## src/rtl/npc_pkg.sv

```systemverilog
package npc_pkg;
  typedef enum logic [2:0] {
    FL_SEQ    = 3'd0,
    FL_BRANCH = 3'd1,
    FL_JUMP   = 3'd2,
    FL_CALL   = 3'd3,
    FL_REGJ   = 3'd4
  } flow_e;

  localparam int unsigned FLOW_W = 3;
endpackage

```

## src/rtl/npc_incr.sv

```systemverilog
module npc_incr #(
  parameter int unsigned ADDR_W = 32,
  parameter int unsigned STEP   = 4
) (
  input  logic [ADDR_W-1:0] addr_i,
  output logic [ADDR_W-1:0] addr_o
);
  localparam logic [ADDR_W-1:0] STEP_V = ADDR_W'(STEP);

  assign addr_o = addr_i + STEP_V;
endmodule

```

## src/rtl/npc_branch_calc.sv

```systemverilog
module npc_branch_calc #(
  parameter int unsigned ADDR_W = 32,
  parameter int unsigned DISP_W = 16,
  parameter int unsigned SHIFT  = 2
) (
  input  logic [ADDR_W-1:0] base_i,
  input  logic [DISP_W-1:0] disp_i,
  output logic [ADDR_W-1:0] tgt_o
);
  localparam int unsigned EXT_W = ADDR_W - DISP_W;

  logic [ADDR_W-1:0] disp_ext;
  logic [ADDR_W-1:0] disp_bytes;

  assign disp_ext   = {{EXT_W{disp_i[DISP_W-1]}}, disp_i};
  assign disp_bytes = disp_ext << SHIFT;
  assign tgt_o      = base_i + disp_bytes;
endmodule

```

## src/rtl/npc_region_jump.sv

```systemverilog
module npc_region_jump #(
  parameter int unsigned ADDR_W = 32,
  parameter int unsigned FIELD_W = 26,
  parameter int unsigned SHIFT  = 2
) (
  input  logic [ADDR_W-1:0]  pc_i,
  input  logic [FIELD_W-1:0] field_i,
  output logic [ADDR_W-1:0]  tgt_o
);
  localparam int unsigned REGION_W = ADDR_W - FIELD_W - SHIFT;

  logic [ADDR_W-REGION_W-1:0] unused_low;

  assign unused_low = pc_i[ADDR_W-REGION_W-1:0];
  assign tgt_o = {pc_i[ADDR_W-1 -: REGION_W], field_i, {SHIFT{1'b0}}};

  // keep the low bits visibly consumed without feeding logic
  logic unused_ok;
  assign unused_ok = ^unused_low;
endmodule

```

## src/rtl/npc_target_sel.sv

```systemverilog
module npc_target_sel
  import npc_pkg::*;
#(
  parameter int unsigned ADDR_W = 32,
  parameter int unsigned ALIGN_B = 2
) (
  input  logic [FLOW_W-1:0]  flow_i,
  input  logic               taken_i,
  input  logic [ADDR_W-1:0]  seq_i,
  input  logic [ADDR_W-1:0]  br_tgt_i,
  input  logic [ADDR_W-1:0]  jmp_tgt_i,
  input  logic [ADDR_W-1:0]  reg_tgt_i,
  output logic [ADDR_W-1:0]  next_o,
  output logic               call_o,
  output logic               misalign_o
);
  always_comb begin
    next_o     = seq_i;
    call_o     = 1'b0;
    misalign_o = 1'b0;
    case (flow_i)
      FL_BRANCH: next_o = taken_i ? br_tgt_i : seq_i;
      FL_JUMP:   next_o = jmp_tgt_i;
      FL_CALL: begin
        next_o = jmp_tgt_i;
        call_o = 1'b1;
      end
      FL_REGJ: begin
        next_o     = reg_tgt_i;
        misalign_o = |reg_tgt_i[ALIGN_B-1:0];
      end
      default:   next_o = seq_i;
    endcase
  end
endmodule

```

## src/rtl/npc_unit.sv

```systemverilog
module npc_unit
  import npc_pkg::*;
#(
  parameter int unsigned    ADDR_W    = 32,
  parameter int unsigned    DISP_W    = 16,
  parameter int unsigned    FIELD_W   = 26,
  parameter int unsigned    IDX_W     = 5,
  parameter int unsigned    LINK_REG  = 31,
  parameter logic [31:0]    RESET_VEC = 32'hBFC0_0000
) (
  input  logic               clk,
  input  logic               rst,
  input  logic [2:0]         flow_i,
  input  logic               taken_i,
  input  logic [DISP_W-1:0]  br_disp_i,
  input  logic [FIELD_W-1:0] jmp_field_i,
  input  logic [ADDR_W-1:0]  reg_opnd_i,
  output logic [ADDR_W-1:0]  pc_o,
  output logic [ADDR_W-1:0]  next_pc_o,
  output logic               link_we_o,
  output logic [IDX_W-1:0]   link_idx_o,
  output logic [ADDR_W-1:0]  link_data_o,
  output logic               align_err_o
);
  localparam int unsigned ALIGN_B = 2;
  localparam int unsigned WORD_B  = 1 << ALIGN_B;
  localparam logic [ADDR_W-1:0] STEP_V = ADDR_W'(WORD_B);
  localparam logic [IDX_W-1:0]  LINK_IDX = IDX_W'(LINK_REG);

  logic [ADDR_W-1:0] pc_q;
  logic [ADDR_W-1:0] pc_seq;
  logic [ADDR_W-1:0] br_tgt;
  logic [ADDR_W-1:0] jmp_tgt;
  logic [ADDR_W-1:0] next_pc;
  logic              call_req;
  logic              misalign;
  logic              link_we_q;
  logic [IDX_W-1:0]  link_idx_q;
  logic [ADDR_W-1:0] link_data_q;
  logic              align_q;

  npc_incr #(.ADDR_W(ADDR_W), .STEP(WORD_B)) u_incr (
    .addr_i (pc_q),
    .addr_o (pc_seq)
  );

  npc_branch_calc #(.ADDR_W(ADDR_W), .DISP_W(DISP_W), .SHIFT(ALIGN_B)) u_branch (
    .base_i (pc_seq),
    .disp_i (br_disp_i),
    .tgt_o  (br_tgt)
  );

  npc_region_jump #(.ADDR_W(ADDR_W), .FIELD_W(FIELD_W), .SHIFT(ALIGN_B)) u_jump (
    .pc_i    (pc_q),
    .field_i (jmp_field_i),
    .tgt_o   (jmp_tgt)
  );

  npc_target_sel #(.ADDR_W(ADDR_W), .ALIGN_B(ALIGN_B)) u_sel (
    .flow_i     (flow_i),
    .taken_i    (taken_i),
    .seq_i      (pc_seq),
    .br_tgt_i   (br_tgt),
    .jmp_tgt_i  (jmp_tgt),
    .reg_tgt_i  (reg_opnd_i),
    .next_o     (next_pc),
    .call_o     (call_req),
    .misalign_o (misalign)
  );

  always_ff @(posedge clk) begin
    if (rst) begin
      pc_q        <= ADDR_W'(RESET_VEC);
      link_we_q   <= 1'b0;
      link_idx_q  <= '0;
      link_data_q <= '0;
      align_q     <= 1'b0;
    end else begin
      pc_q        <= next_pc;
      link_we_q   <= call_req;
      link_idx_q  <= call_req ? LINK_IDX : '0;
      link_data_q <= call_req ? pc_seq : '0;
      align_q     <= misalign;
    end
  end

  assign pc_o        = pc_q;
  assign next_pc_o   = next_pc;
  assign link_we_o   = link_we_q;
  assign link_idx_o  = link_idx_q;
  assign link_data_o = link_data_q;
  assign align_err_o = align_q;

  AST_SEQ_STEP: assert property (@(posedge clk) disable iff (rst)
    (flow_i == FL_SEQ) |=> (pc_q == $past(pc_q) + STEP_V));

  AST_NOT_TAKEN_STEP: assert property (@(posedge clk) disable iff (rst)
    (flow_i == FL_BRANCH && !taken_i) |=> (pc_q == $past(pc_q) + STEP_V));

  AST_JUMP_REGION: assert property (@(posedge clk) disable iff (rst)
    (flow_i == FL_JUMP || flow_i == FL_CALL) |=>
      (pc_q[ADDR_W-1 -: 4] == $past(pc_q[ADDR_W-1 -: 4]) && pc_q[1:0] == 2'b00));

  AST_LINK_ONLY_CALL: assert property (@(posedge clk) disable iff (rst)
    link_we_q |-> ($past(flow_i) == FL_CALL));

  AST_LINK_RETURN: assert property (@(posedge clk) disable iff (rst)
    (flow_i == FL_CALL) |=> (link_we_q && link_idx_q == LINK_IDX &&
                             link_data_q == $past(pc_q) + STEP_V));

  AST_REGJ_COPY: assert property (@(posedge clk) disable iff (rst)
    (flow_i == FL_REGJ) |=> (pc_q == $past(reg_opnd_i)));

  AST_ALIGN_ONLY_REGJ: assert property (@(posedge clk) disable iff (rst)
    align_q |-> ($past(flow_i) == FL_REGJ && $past(reg_opnd_i[1:0]) != 2'b00));

  AST_NEXT_LOADED: assert property (@(posedge clk) disable iff (rst)
    1'b1 |=> (pc_q == $past(next_pc_o)));
endmodule

```

## config.mk

```make
export PLATFORM = sky130hd
export DESIGN_NAME = npc_unit
export DESIGN_NICKNAME = d
export VERILOG_FILES = /design/src/rtl/npc_pkg.sv /design/src/rtl/npc_incr.sv /design/src/rtl/npc_branch_calc.sv /design/src/rtl/npc_region_jump.sv /design/src/rtl/npc_target_sel.sv /design/src/rtl/npc_unit.sv
export SDC_FILE = /design/constraint.sdc
export NUM_CORES = 1
export LEC_CHECK = 0
export ABC_AREA = 1
export BUFFER_PORTS_ARGS = -buffer_cell sky130_fd_sc_hd__clkbuf_2
export CAP_MARGIN = 30
export CORE_MARGIN = 3
export CORE_UTILIZATION = 50
export DETAILED_ROUTE_END_ITERATION = 7
export PLACE_DENSITY = 0.78
export SYNTH_ARGS = -nofsm -noshare
export SYNTH_HDL_FRONTEND = slang
export SYNTH_SLANG_ARGS = --single-unit
```

## constraint.sdc

```tcl
create_clock -name clk -period 4 [get_ports clk]
set_input_delay 0.6 -clock clk [delete_from_list [all_inputs] [get_ports clk]]
set_output_delay 0.6 -clock clk [all_outputs]
set_load 0.03 [all_outputs]
```

# [Yosys cells after proc, flatten, opt, wreduce, memory -nomap -nowiden]
# Index checks and enable logic that the tools add are counted.
[op_classes] n_mux=4 bitwise=2 reduce_logical=4 eq_ne=4 add_sub_neg=2
[ops] op="one-hot mux 32 bit (3 select lines)" count=1
[ops] op="adder 32 x 3 -> 32 bit (second input constant)" count=1
[ops] op="adder 32 bit" count=1
[ops] op="2-to-1 mux 32 bit" count=1
[ops] op="OR reduction 2 bit" count=4
[ops] op="== test 3 x 2 -> 1 bit (second input constant)" count=2
[ops] op="2-to-1 mux 5 bit" count=1
[ops] op="== test 3 x 1 -> 1 bit (second input constant)" count=1
[ops] op="== test 3 bit (second input constant)" count=1
[ops] op="NOT 1 bit" count=2
[ops] op="2-to-1 mux 1 bit" count=1
[word_totals] output_inout_bits=103 word_cells=21 inputBits=80 ff_bits=71

# [Depth between registers and ports, before layout]
[logic_depth] ltp_word=4 mapped_depth=25 mapped_depth_nobuf=25

# [By module]
# From an unflattened synthesis, not the netlist that was laid out.
[hier_totals] hier_cells=1282 area_unflattened_um2=7154.4
[by_module_without_submodules] mod="npc_branch_calc" area_each_um2=2245.9 cells_per_inst=448 seq_area_each_um2=0.0 instances=1
[by_module_without_submodules] mod="npc_unit" area_each_um2=1904.3 cells_per_inst=201 seq_area_each_um2=1321.3 instances=1
[by_module_without_submodules] mod="npc_target_sel" area_each_um2=1850.5 cells_per_inst=423 seq_area_each_um2=0.0 instances=1
[by_module_without_submodules] mod="npc_incr" area_each_um2=909.6 cells_per_inst=177 seq_area_each_um2=0.0 instances=1
[by_module_without_submodules] mod="npc_region_jump" area_each_um2=244.0 cells_per_inst=33 seq_area_each_um2=0.0 instances=1

# [Least setup slack after synthesis]
# No wires, ideal clock.
[synth_path] path_type="register -> output" startpoint="register pc_q[2], in the netlist pc_o[2]" endpoint="output port next_pc_o[15]" path_stages_with_launch=17 n_path_buf=0 required_time_ns=3.400 arrival_ns=3.065 path_slack_ns=0.335 cell_sequence="dfxtp_1 > ha_1 > nand2_1 > nor2_2 > inv_1 > nor2_1 > xor2_1 > inv_1 > ha_1 > nand2_1 > inv_1 > nand2_1 > nand3_1 > a21oi_1 > nand2_1 > xnor2_1 > o211ai_1"
[synth_via] elab_chain_len=4
[synth_lines] element="start, declared" line_no="npc_unit.sv:30" text="logic [ADDR_W-1:0] pc_q;"
[synth_lines] element="start signal, assigned" line_no="npc_unit.sv:73" text="pc_q <= ADDR_W'(RESET_VEC);"
[synth_lines] element="start signal, assigned" line_no="npc_unit.sv:79" text="pc_q <= next_pc;"
[synth_lines] element="adder 32 x 3 -> 32 bit" line_no="npc_incr.sv:10" text="assign addr_o = addr_i + STEP_V;"
[synth_lines] element="via pc_seq[14]" line_no="npc_unit.sv:31" text="logic [ADDR_W-1:0] pc_seq;"
[synth_lines] element="adder 32 bit" line_no="npc_branch_calc.sv:17" text="assign tgt_o = base_i + disp_bytes;"
[synth_lines] element="2-to-1 mux 32 bit" line_no="npc_target_sel.sv:22" text="FL_BRANCH: next_o = taken_i ? br_tgt_i : seq_i;"
[synth_lines] element="one-hot mux 32 bit (3 select lines)" line_no="npc_target_sel.sv:21" text="case (flow_i)"
[synth_lines] element="end, declared" line_no="npc_unit.sv:19" text="output logic [ADDR_W-1:0] next_pc_o,"
# The timed path passes the listed nets, and every way through them passes these cells.

# [Worst setup path in the final report]
[layout_path] startpoint="register pc_q[2], in the netlist pc_o[2]" endpoint="output port next_pc_o[29]"
# The elaborated chain is that of the path after synthesis.

==> results.md <==
- LEAKAGE: 4.43 nW
- NetSw: 1.05 mW
- Initial Util: 0.514
- Gr usage total: 0.321
- Sequential Power Share: 0.277
- Later-pin clock latency in the skew report: 0.34 ns
- Final Core Density: 0.720
- Placed Cells: 1,313
- Nets: 1,315
- Internal power: 1.64 mW
- DRC viols: 0
- Clock power frac: 0.303
- PortBufs: 182
- Die height: 115 microns
- Cell taking the most area after synthesis: dfxtp_1
- TritonCTS Buffers: 9
- Mapped cell area: 5890 sq um
- Global route overflow: 0
- Syn_nets: 1,106
- Final Max Slew Viols: 0
- Count of final setup violators: 0
- GP Congestion: 0.982
- Final hold slack: 0.445 ns
- Most common cell after layout, fill and taps aside: nand2_1
- Crit Path Max Fanout: 5
- Final Non-Filler Cells: 1,346
- TritonCTS clock tree: done
- Clock tree sinks: 66
- Setup crit end kind: output pin
- Initial antenna violation count: 0
- Drt pass-1 iters: 8
- Syn_area_per_cell: 5.95 sq um
- Area of the core: 11,500 sq um
- DP Worst Slack: 0.0640 ns
- Ports: 183
- 1st-iter DRT viols: 822
- Area grow syn2layout: 40.1%
- N_diodes: 0
- Crit start category: register
- Final min period: 4.00 ns
- Slew margin rel.: 0.351
- Worst-path clk slew: 0.05 ns
- Share of flip-flops with an asynchronous set or reset: 0
- Deepest clock path buffer count: 2
- Largest cells by area after synthesis: dfxtp_1 22%, nand2_1 21%, inv_1 12%, ha_1 7.2%, nor2_1 6.5%
- #FFs+latches synth: 66
- Wire per inst: 17.0 microns
- Ys flop type: dfxtp_1
- Final ANT Viol Nets: 0
- Final Skew: 0.00917 ns
- Hold Violations, Final: 0
- Arr. time, crit path: 3.40 ns
- Num rows: 39
- Vias per cell: 5.46
- Vias in the first global route: 6,417
- Sequential share of the synthesized area: 0.224
- H-tree depth: 3
- Worst slew pin tran: 0.972 ns
- Synth warn: 0
- Outcome: completed
- Comb power frac: 0.420
- Fraction of layout cells with a size suffix above 1: 0.352
- Final HPWL DP: 17,200 microns
- Clock Root Buffer: clkbuf_16
- Setup ws final: 0.00155 ns
- Hold Path Class: register to register
- # hold bufs at CTS: 0
- Max Fclk: 0.250 GHz
- Setup slack, reg-to-reg: 0.84 ns
- Die Wd: 115 microns
- Unrepaired setup endpoints after global routing: true
- Setup TNS: 0 ns
- Kind of critical path: register to output pin
- Area share of the largest cell type after synthesis: 0.224
- Fin crit share: 1.00
- VDD IR max: 0.317 mV
- First-pass GRT wire length: 32,800 microns
- Switching Fraction: 0.389
- Power Density: 326 nW/um^2
- Post-Syn Instances: 991
- EDFF count, synth: 0
- Max Cap Viol: 0
- Commonest non-fill, non-tap cells in the layout: 299 x nand2_1, 177 x inv_1, 170 x clkbuf_2, 75 x nor2_1, 53 x nand3_1
- Via count: 7,345
- Synth unique cells: 43
- Largest net degree at the start of global routing: 33
- Die ar.: 13,100 sq um
- CP Data Required Time: 3.40 ns
- WL final: 22,900 microns
what timing repair did:
action,4_1_cts,5_1_grt
pin swaps,4,33
setup buffers,5,14
setup endpoints to repair,18,21
gates cloned,0,0
gates resized for setup,22,198
stage by stage:
| stage | instance area [sq um] | power [mW] |
|---|---|---|
| 2_1_floorplan | 5890 | 1.38 |
| 3_3_place_gp | 7010 | 1.68 |
| 3_5_place_dp | 7010 | 1.69 |
| 4_1_cts | 7460 | 2.52 |
| 5_1_grt | 8260 | 2.82 |
| 6_report | 8260 | 2.69 |
flip-flops by register name, summed over array words and instances, names as in the netlist:
signal	flops
align_err_o	1
link_data_o	32
link_idx_o	1
pc_o	32
critical path, cell delays in order (launching register included):
cell and delay (ns):
dfxtp_4 0.39, nand3_4 0.14, inv_2 0.13, nand2_1 0.11, nor2_4 0.17, buf_4 0.15, nand3_1 0.13, xor2_2 0.21
ha_1 0.39, buf_4 0.15, nand2_4 0.06, nor2_1 0.14, nand2_1 0.06, inv_1 0.11, nand3_1 0.17, nand3_1 0.15
nand3_2 0.09, nand2_2 0.10, nand3_2 0.07, buf_6 0.14
cell families (layout without fill, tap and decap cells):
family,after synthesis,in the layout,synth area share
flip-flops,66,66,0.224
XOR/XNOR,34,34,0.0543
AND/OR/NAND/NOR,557,557,0.401
AO/OA/AOI/OAI,83,83,0.0991
buffers and inverters,216,428,0.146
adder cells (fa/ha/maj),35,35,0.0756
area by class of cell:
class                   count  area (sq um)
inverters                 192           728
repair buffers            222          1250
fillers                   925          3210
clock buffers              11           243
well taps                 143           179
flip-flops and latches     66          1370
multi-input cells         709          4430
clock inverters             3          65.1
layer usage:
| metal | vias up | track usage | part of all wire |
|---|---|---|---|
| li1 | 3477 | - | - |
| met1 | 3328 | 0.420 | 0.38 |
| met2 | 464 | 0.518 | 0.47 |
| met3 | 76 | 0.0687 | 0.11 |
| met4 | 0 | 0.116 | 0.035 |
| met5 | - | 0 | 0 |
cell usage after synthesis, types with 2 or more instances:
| cell type | n |
|---|---|
| clkbuf_1 | 8 |
| nor2_1 | 102 |
| nor2_2 | 7 |
| a22o_1 | 16 |
| buf_2 | 6 |
| nand4_1 | 20 |
| nand3_2 | 3 |
| and2_1 | 4 |
| inv_2 | 5 |
| buf_4 | 8 |
| xor2_1 | 20 |
| nor2_4 | 3 |
| xnor2_1 | 11 |
| inv_1 | 186 |
| o21bai_1 | 4 |
| o2111ai_1 | 3 |
| nand2_1 | 330 |
| nor3_1 | 14 |
| nand3_1 | 64 |
| ha_1 | 34 |
| o211ai_1 | 2 |
| nand2_2 | 3 |
| o21ai_0 | 12 |
| xor2_2 | 2 |
| a221oi_1 | 2 |
| or2_2 | 3 |
| a21oi_1 | 34 |
| o2111ai_2 | 5 |
| dfxtp_1 | 66 |
worst paths after layout:
path / cells past startpoint / startpoint / endpoint
setup / recovery: 19 / pc_o[2]$_SDFF_PP0_ / next_pc_o[29]
hold / removal: 2 / pc_o[1]$_SDFF_PP0_ / link_data_o[1]$_SDFF_PP0_
setup reg to reg: 18 / pc_o[2]$_SDFF_PP0_ / pc_o[29]$_SDFF_PP1_
hold reg to reg: 2 / pc_o[1]$_SDFF_PP0_ / link_data_o[1]$_SDFF_PP0_
power by group through the flow:
stage	sequential [mW]	clock (mW)	combinational (mW)
after floorplan	0.796	0	0.588
after global placement	0.743	0	0.940
after detailed placement	0.745	0	0.941
after CTS	0.733	0.822	0.965
after global routing	0.748	0.853	1.22
final	0.746	0.816	1.13
Note: power is estimated with default switching activity, not from simulation.
